$ cat src/rtl/isa_caps_pkg.sv
package isa_caps_pkg;
  localparam int LETTERS   = 26;
  localparam int POS_D     = 3;
  localparam int POS_E     = 4;
  localparam int POS_F     = 5;
  localparam int POS_I     = 8;
  localparam int POS_Q     = 16;
  localparam int POS_RSV_A = 17;
  localparam int POS_ORDER = 19;
  localparam int POS_RSV_B = 22;
  localparam int DEP_PAIRS = 2;

  typedef logic [LETTERS-1:0] letters_t;

  localparam letters_t RSVD_MASK = (letters_t'(1) << POS_RSV_A) | (letters_t'(1) << POS_RSV_B);
  localparam letters_t ORDER_BIT = letters_t'(1) << POS_ORDER;
  localparam letters_t E_BIT     = letters_t'(1) << POS_E;
  localparam letters_t I_BIT     = letters_t'(1) << POS_I;

  // Dependency pairs, resolved in ascending order so a cleared parent
  // propagates to the child of the next pair.
  function automatic int dep_child(input int k);
    return (k == 0) ? POS_D : POS_Q;
  endfunction

  function automatic int dep_parent(input int k);
    return (k == 0) ? POS_F : POS_D;
  endfunction

  function automatic int width_code(input int xlen);
    return (xlen == 32) ? 1 : ((xlen == 64) ? 2 : 3);
  endfunction
endpackage

$ cat src/rtl/isa_caps_merge.sv
module isa_caps_merge
  import isa_caps_pkg::*;
#(
  parameter letters_t SW_EFF = '0
) (
  input  letters_t cur,
  input  letters_t wdata,
  input  logic     wr_en,
  output letters_t merged
);
  logic unused_wr;
  assign unused_wr = ^(wdata & ~SW_EFF);

  for (genvar b = 0; b < LETTERS; b++) begin : g_bit
    if (SW_EFF[b]) begin : g_sw
      assign merged[b] = wr_en ? wdata[b] : cur[b];
    end else begin : g_keep
      assign merged[b] = cur[b];
    end
  end
endmodule

$ cat src/rtl/isa_caps_fix.sv
module isa_caps_fix
  import isa_caps_pkg::*;
#(
  parameter letters_t IMPL_EFF  = '0,
  parameter bit       ORDER_TSO = 1'b0
) (
  input  letters_t raw,
  output letters_t fixed
);
  letters_t work;

  always_comb begin
    work = raw & IMPL_EFF;
    work[POS_E] = IMPL_EFF[POS_E] & ~work[POS_I];
    for (int k = 0; k < DEP_PAIRS; k++) begin
      if (work[dep_child(k)] && !work[dep_parent(k)]) begin
        work[dep_child(k)] = 1'b0;
      end
    end
    work[POS_ORDER] = ORDER_TSO;
  end

  assign fixed = work;
endmodule

$ cat src/rtl/isa_caps_store.sv
module isa_caps_store
  import isa_caps_pkg::*;
(
  input  logic     clk,
  input  logic     rst_n,
  input  letters_t rst_val,
  input  letters_t d,
  output letters_t q
);
  always_ff @(posedge clk) begin
    if (!rst_n) q <= rst_val;
    else        q <= d;
  end
endmodule

$ cat src/rtl/isa_caps_reg.sv
module isa_caps_reg
  import isa_caps_pkg::*;
#(
  parameter int          XLEN           = 32,
  parameter logic [25:0] IMPL_MASK      = 26'h0141129,
  parameter logic [25:0] SWITCH_MASK    = 26'h0141128,
  parameter bit          ORDER_TSO      = 1'b0,
  parameter bit          HARDWIRED_ZERO = 1'b0
) (
  input  logic            clk,
  input  logic            rst_n,
  input  logic            wr_en,
  input  logic [XLEN-1:0] wr_data,
  output logic [XLEN-1:0] rd_data
);
  localparam int       CODE_W     = 2;
  localparam int       MID_W      = XLEN - CODE_W - LETTERS;
  localparam letters_t IMPL_EFF   = IMPL_MASK & ~RSVD_MASK & ~ORDER_BIT;
  localparam bit       BOTH_BASES = IMPL_EFF[POS_I] & IMPL_EFF[POS_E];
  localparam letters_t SW_EFF     = SWITCH_MASK & IMPL_EFF & ~E_BIT
                                    & ~(BOTH_BASES ? letters_t'(0) : I_BIT);
  localparam logic [CODE_W-1:0] CODE = CODE_W'(width_code(XLEN));

  letters_t stored, merged, legal, rst_val;
  logic     unused_hi;

  assign unused_hi = ^wr_data[XLEN-1:LETTERS];

  isa_caps_fix #(.IMPL_EFF(IMPL_EFF), .ORDER_TSO(ORDER_TSO)) i_rst_fix (
    .raw   (IMPL_EFF),
    .fixed (rst_val)
  );

  isa_caps_merge #(.SW_EFF(SW_EFF)) i_merge (
    .cur    (stored),
    .wdata  (wr_data[LETTERS-1:0]),
    .wr_en  (wr_en),
    .merged (merged)
  );

  isa_caps_fix #(.IMPL_EFF(IMPL_EFF), .ORDER_TSO(ORDER_TSO)) i_wr_fix (
    .raw   (merged),
    .fixed (legal)
  );

  isa_caps_store i_store (
    .clk     (clk),
    .rst_n   (rst_n),
    .rst_val (rst_val),
    .d       (legal),
    .q       (stored)
  );

  if (HARDWIRED_ZERO) begin : g_zero
    logic unused_st;
    assign unused_st = ^stored;
    assign rd_data = '0;
  end else begin : g_live
    assign rd_data = {CODE, {MID_W{1'b0}}, stored};
  end
endmodule

$ cat config.mk
export PLATFORM = sky130hd
export DESIGN_NAME = isa_caps_reg
export DESIGN_NICKNAME = d
export VERILOG_FILES = /design/src/rtl/isa_caps_pkg.sv /design/src/rtl/isa_caps_merge.sv /design/src/rtl/isa_caps_fix.sv /design/src/rtl/isa_caps_store.sv /design/src/rtl/isa_caps_reg.sv
export SDC_FILE = /design/constraint.sdc
export NUM_CORES = 1
export LEC_CHECK = 0
export BUFFER_PORTS_ARGS = -buffer_cell sky130_fd_sc_hd__clkbuf_2
export CAP_MARGIN = 20
export CORE_UTILIZATION = 23
export CTS_CLUSTER_SIZE = 14
export DETAILED_ROUTE_END_ITERATION = 8
export PLACE_DENSITY = 0.72
export SLEW_MARGIN = 30
export SYNTH_ARGS = -nofsm -noshare
export SYNTH_HDL_FRONTEND = slang
export SYNTH_SLANG_ARGS = --single-unit
$ cat constraint.sdc
create_clock -name clk -period 0.8 [get_ports clk]
set_input_delay 0.16 -clock clk [delete_from_list [all_inputs] [get_ports clk]]
set_output_delay 0.16 -clock clk [all_outputs]
set_load 0.05 [all_outputs]
==> results of run 1 <==
-- worst max path at each step --
stage	start	to	slack [ns]	cells past startpoint
5_1_grt	i_store.q[5]$_SDFF_PN1_	rd_data[5]	-0.15	1
3_3_place_gp	i_store.q[5]$_SDFF_PN1_	rd_data[5]	0.06	1
3_5_place_dp	i_store.q[5]$_SDFF_PN1_	rd_data[5]	0.05	1
2_1_floorplan	i_store.q[5]$_SDFF_PN1_	i_store.q[3]$_SDFF_PN1_	0.02	2
6_report	i_store.q[18]$_SDFFE_PN1P_	rd_data[18]	-0.10	1
4_1_cts	i_store.q[5]$_SDFF_PN1_	rd_data[5]	-0.14	1
-- power groups by stage --
stage / logic (mW) / clock network, mW / registers, mW
finish: 0.436 / 0.302 / 0.285
global route: 0.451 / 0.339 / 0.287
CTS: 0.428 / 0.322 / 0.282
detailed placement: 0.397 / 0 / 0.283
global placement: 0.395 / 0 / 0.282
floorplan: 0.409 / 0 / 0.340
-- layout make-up --
type                            instances  area share
Clock buffer                            4      0.0590
Sequential cell                         5       0.239
Multi-Input combinational cell         38       0.388
Timing Repair Buffer                   12       0.270
Tap cell                               16      0.0449
-- per-layer routing --
| layer | track usage | share of wire | wire (µm) | vias up |
|---|---|---|---|---|
| li1 | - | - | - | 113 |
| met1 | 0.0566 | 0.37 | 197 | 107 |
| met2 | 0.0970 | 0.48 | 257 | 30 |
| met3 | 0.0667 | 0.16 | 84 | 0 |
| met4 | 0.0375 | 0 | 0 | 0 |
| met5 | 0 | 0 | 0 | - |
-- per-stage QoR --
step | utilization | instances | hold WS, ns | power (mW)
2_1_floorplan | - | 71 | 0.222 | 0.750
6_report | 0.286 | 75 | 0.133 | 1.02
3_3_place_gp | 0.230 | 71 | 0.375 | 0.677
4_1_cts | 0.283 | 75 | 0.117 | 1.03
3_5_place_dp | 0.230 | 71 | 0.385 | 0.680
5_1_grt | 0.286 | 75 | 0.138 | 1.08
-- tightest hold or removal path, cell delays in order --
cell and delay (ns):
clkbuf_2 0.08, mux2i_1 0.05, nand2_1 0.05
-- timing repair --
| action | in CTS | in global routing |
|---|---|---|
| hold buffers | 0 | 0 |
| hold endpoints to repair | 0 | 0 |
| gates resized for setup | 11 | 4 |
| buffers inserted | 0 | 0 |
| cloned | 0 | 0 |
| endpoints found under the setup margin | 5 | 5 |
-- cells in the final DEF (no fill, tap or decap) --
| cell | count |
|---|---|
| conb_1 | 27 |
| buf_8 | 4 |
| nand3_1 | 1 |
| clkbuf_4 | 3 |
| nand2_1 | 5 |
| dfxtp_2 | 5 |
| clkbuf_2 | 7 |
| o211ai_1 | 1 |
| clkbuf_16 | 1 |
| mux2i_1 | 4 |
| clkbuf_1 | 1 |
-- cell families (layout without fill, tap and decap cells) --
| logic type | after synthesis | in the layout | share of synthesized area |
|---|---|---|---|
| AOI/OAI and AO/OA | 1 | 1 | 0.0191 |
| buffers and inverters | 28 | 16 | 0.545 |
| DFF | 5 | 5 | 0.255 |
| muxes | 4 | 4 | 0.102 |
| other | 2 | 27 | 0.0191 |
| and+or+nand+nor | 6 | 6 | 0.0605 |
==> flow_summary.toml, run 1 <==
[logic_synthesis]
async_flop_share = 0
avgSynthCellArea_um2 = 8.54
yosysUniqueCellTypes = 8
synthesis.area_um2 = 393
synth_top_cell_by_area = "buf_4"
synth_edf_count = 0
synthFlopType = "dfxtp_1"
synth_commonest_cells = "buf_4, dfxtp_1, nand2_1"
synthCells = 46
seq_area_frac_synth = 0.255
post-synth-top-count-cell = "buf_4"
synth_top_cell_area_share = 0.516
synthTopCellsByArea = "buf_4, dfxtp_1, mux2i_1"
yosysWarnings = 0
ys_ff_latch = 5

[run]
drv_cap = 0

[place]
postPlaceCellArea_um2 = 359
gp_congestion = 0.596
hpwl_um = 424
portBuffers = 12
preCtsSetupSlack_ns = 0.0479

[power_and_ir_drop]
power_frac_clock = 0.295
seqPwrFrac = 0.279
ir_worst_vdd_mv = 0.867
swShare = 0.479
leakagePower_nw = 0.252
intPower_mw = 0.533
comb_power_share = 0.426
power_density_nw_per_um2 = 2300
switchingPower_mw = 0.490

[hold_path]
min_to = "i_store.q[12]$_SDFFE_PN1P_"
min_delay_path_depth = 3
min_from = "wr_data[12]"
hp-class = "input port to register"

[routing]
ant_nets = 0
routed_wirelength_um = 539
drc = 8
routed_via_density = 3.33
vias = 250
detail_route.iter0.violations = 11
firstDrtPassIters = 5
routedWlPerCell_um = 7.19

[final_layout]
areaGrowthSynthToFinish_pct = 13.4
largest_reg_flops = 5
seq_area_um2 = 106
regMostFlops = "i_store.q"
multi_input_area_um2 = 173
n_antenna_cell = 0
nFillCells = 180
design_area_um2 = 445
drive_above_1_share = 0.339
layout.nets = 95
reg.largest.list = "i_store.q x5"

[setup_path]
reg2reg_depth = 2
cp_num_buf_inv = 1
r2r_slack_ns = 0.17
crit_required_ns = 0.64
r2r_start = "i_store.q[5]$_SDFF_PN1_"
startpoint_type = "register"
cp_slowest_cell = "dfxtp_2"
path_cells = "clkbuf_16"
slowest_delay_ns = 0.34
path_delay_family = "flip-flops"
cp_max_fo = 2
crit_arrival_ns = 0.74
endpoint_kind = "output pin"
crit_type = "register to output pin"
r2r_end = "i_store.q[3]$_SDFF_PN1_"

[run_status]
violations = "DRC, setup timing"
status = "complete, but fails checks"

[clock_network]
cts-root-buf = "clkbuf_4"
insertion_delay_ns = 0.24
cts_tree = "done"
cts_buffers = 3
clkTransAtPathRegs_ns = 0.04
cts_sinks = 5
ctsLongestPathBuffers = 2
htree_levels = 1

[grt]
grt_remaining_overflow = 0
grt_pass1_vias = 205
grt_usage = 0.0659
grt_pass1_wl_um = 779
antenna_found_initial = 0
grt_max_degree = 7

[floorplanning]
initial_utilization = 0.252
coreArea_um2 = 1560
die_w_um = 43.3
rows = 14
die_h_um = 43.3
fp.dieArea_um2 = 1880
ios = 67

[timing]
fin_crit_sh = 1.13
final-hold-violation-count = 0
clock_skew_ns = 0.0000210
finalSetupViolations = 5
maxSlewViolCount = 0
fmax_mhz = 1110
setup_ws_ns = -0.104
rsz0062_at_grt = "yes"
min_period_ns = 0.904
finalSetupTns_ns = -0.464
Note: power is estimated with default switching activity, not from simulation.
==> inputs of run 2 (changes only) <==
--- a/config.mk
+++ b/config.mk
@@ -10,6 +10,7 @@
 export CORE_UTILIZATION = 23
 export CTS_CLUSTER_SIZE = 14
 export DETAILED_ROUTE_END_ITERATION = 8
+export GPL_TIMING_DRIVEN = 0
 export PLACE_DENSITY = 0.72
 export SLEW_MARGIN = 30
 export SYNTH_ARGS = -nofsm -noshare
==> run 2 against run 1 <==
Compared with the run above: the flow still finishes with violations (DRC, setup timing); die area did not move; combinational power rose by 26%; sequential power hardly changed; hold slack improved by 0.00069 ns; design area increased by 46%; register-to-register slack got worse by 0.12 ns; total power grew 10%; count of clock-buffer cells in the layout unchanged; utilization grew 13 points; non-clock buffer count is 28 higher; first-iteration DRC count fell by 27%; critical path type unchanged.
==> flow_summary.toml, run 2 (synthesized netlist as in run 1, its figures left out) <==
[final_layout]
layout.cells.non_filler = 103
reg.largest.list = "i_store.q x5"
layout.nets = 123
nFillCells = 162
largest_reg_flops = 5
design_area_um2 = 652
mostFrequentLayoutCell = "buf_4"
seq_area_um2 = 106
n_antenna_cell = 0
final_util = 0.418
areaGrowthSynthToFinish_pct = 65.9
regMostFlops = "i_store.q"
drive_above_1_share = 0.552
most-common-layout-cells = "buf_4, conb_1, clkbuf_2"
multi_input_area_um2 = 173

[clock_network]
clkTransAtPathRegs_ns = 0.04
ctsLongestPathBuffers = 2
hold_buffers = 0
insertion_delay_ns = 0.24
htree_levels = 1
cts_tree = "done"
cts-root-buf = "clkbuf_4"
cts_sinks = 5
cts_buffers = 3

[floorplanning]
die_h_um = 43.3
coreArea_um2 = 1560
rows = 14
die_w_um = 43.3
ios = 67
initial_utilization = 0.252
fp.dieArea_um2 = 1880

[grt]
grt_pass1_vias = 276
grt_pass1_wl_um = 1080
antenna_found_initial = 0
grt_remaining_overflow = 0
grt_usage = 0.0874
grt_max_degree = 7

[routing]
routed_via_density = 3.10
wl_met3_um = 133
detail_route.iter0.violations = 8
drc = 8
vias = 319
topRoutingLayerUsed = "met3"
routedWlPerCell_um = 6.99
dr_wl_met2_um = 357
firstDrtPassIters = 6
routed_wirelength_um = 720
wl_met1_um = 230
ant_nets = 0

[timing]
setup_ws_ns = -0.0878
clock_skew_ns = 0.000103
rsz0062_at_grt = "yes"
fmax_mhz = 1130
final-hold-violation-count = 0
maxSlewViolCount = 0
finalSetupTns_ns = -0.417
finalSetupViolations = 5
fin_crit_sh = 1.11
min_period_ns = 0.888

[run_status]
status = "complete, but fails checks"
violations = "DRC, setup timing"

[hold_path]
hp-class = "input port to register"

[setup_path]
endpoint_kind = "output pin"
crit_arrival_ns = 0.73
path_delay_family = "flip-flops"
path_cells = "buf_8"
slowest_delay_ns = 0.34
r2r_slack_ns = 0.05
cp_slowest_cell = "dfxtp_2"
endpoint = "rd_data[12]"
reg2reg_depth = 3
crit_path_start = "i_store.q[12]$_SDFFE_PN1P_"
r2r_start = "i_store.q[5]$_SDFF_PN1_"
crit_required_ns = 0.64
r2r_end = "i_store.q[5]$_SDFF_PN1_"
startpoint_type = "register"
cp.depth = 1
cp_num_buf_inv = 1
crit_type = "register to output pin"
cp_max_fo = 2

[place]
preCtsSetupSlack_ns = 0.0562
postPlaceCellArea_um2 = 568
gp_congestion = 0.613
portBuffers = 11
dp.cells = 98

[power_and_ir_drop]
ir_worst_vdd_mv = 0.862
power_density_nw_per_um2 = 1730
leakagePower_nw = 0.396

[run]
drv_cap = 0
## run 2: changes by cell type in the layout (fill, tap and decap cells not counted)
cell / before / now
clkbuf_16: 1 / 0
buf_8: 4 / 5
buf_4: 0 / 28
clkbuf_2: 7 / 6
buf_6: 0 / 1
## run 2: worst min path at each step
| stage | cells past startpoint | endpoint | start | slack [ns] |
|---|---|---|---|---|
| after global routing | 3 | i_store.q[12]$_SDFFE_PN1P_ | wr_data[12] | 0.14 |
| final | 3 | i_store.q[18]$_SDFFE_PN1P_ | wr_data[18] | 0.13 |
| after global placement | 3 | i_store.q[12]$_SDFFE_PN1P_ | wr_data[12] | 0.38 |
| after detailed placement | 3 | i_store.q[20]$_SDFFE_PN1P_ | wr_data[20] | 0.39 |
| after floorplan | 1 | i_store.q[12]$_SDFFE_PN1P_ | rst_n | 0.22 |
| after CTS | 3 | i_store.q[20]$_SDFFE_PN1P_ | wr_data[20] | 0.13 |
## run 2: power by group
| part | leakage, nW | switching [mW] | internal, mW |
|---|---|---|---|
| sequential | 0.0400 | 0.0144 | 0.270 |
| clock | 0.0150 | 0.106 | 0.189 |
| combinational | 0.341 | 0.381 | 0.167 |
## run 2: worst register-to-register path, cell delays in order, from the launching register on
cell and delay (ns):
dfxtp_2 0.32, buf_4 0.13, mux2i_1 0.12, nand2_1 0.06
## run 2: per-layer routing
| metal | track usage | vias to the layer above |
|---|---|---|
| met5 | 0 | - |
| met4 | 0.0563 | 0 |
| met3 | 0.0708 | 0 |
| met2 | 0.145 | 30 |
| met1 | 0.0692 | 119 |
| li1 | - | 170 |
## run 2: final cells by class
class / count / share of cell area
sequential: 5 / 0.163
tap: 16 / 0.0307
clock buffer: 4 / 0.0403
multi-input combinational: 38 / 0.265
buffer: 28 / 0.328
timing repair buffer: 12 / 0.173
## run 2: per-stage QoR
stage | hold WS (ns) | power, mW
after global placement | 0.375 | 0.785
after CTS | 0.130 | 1.12
after global routing | 0.140 | 1.21
final | 0.134 | 1.13
after floorplan | 0.222 | 0.750
after detailed placement | 0.388 | 0.787
## run 2: repair_timing
action / CTS / global route
resized for setup: 10 / 5
buffers inserted: 1 / 0
pin swaps: 0 / 1
setup endpoints to repair: 5 / 5
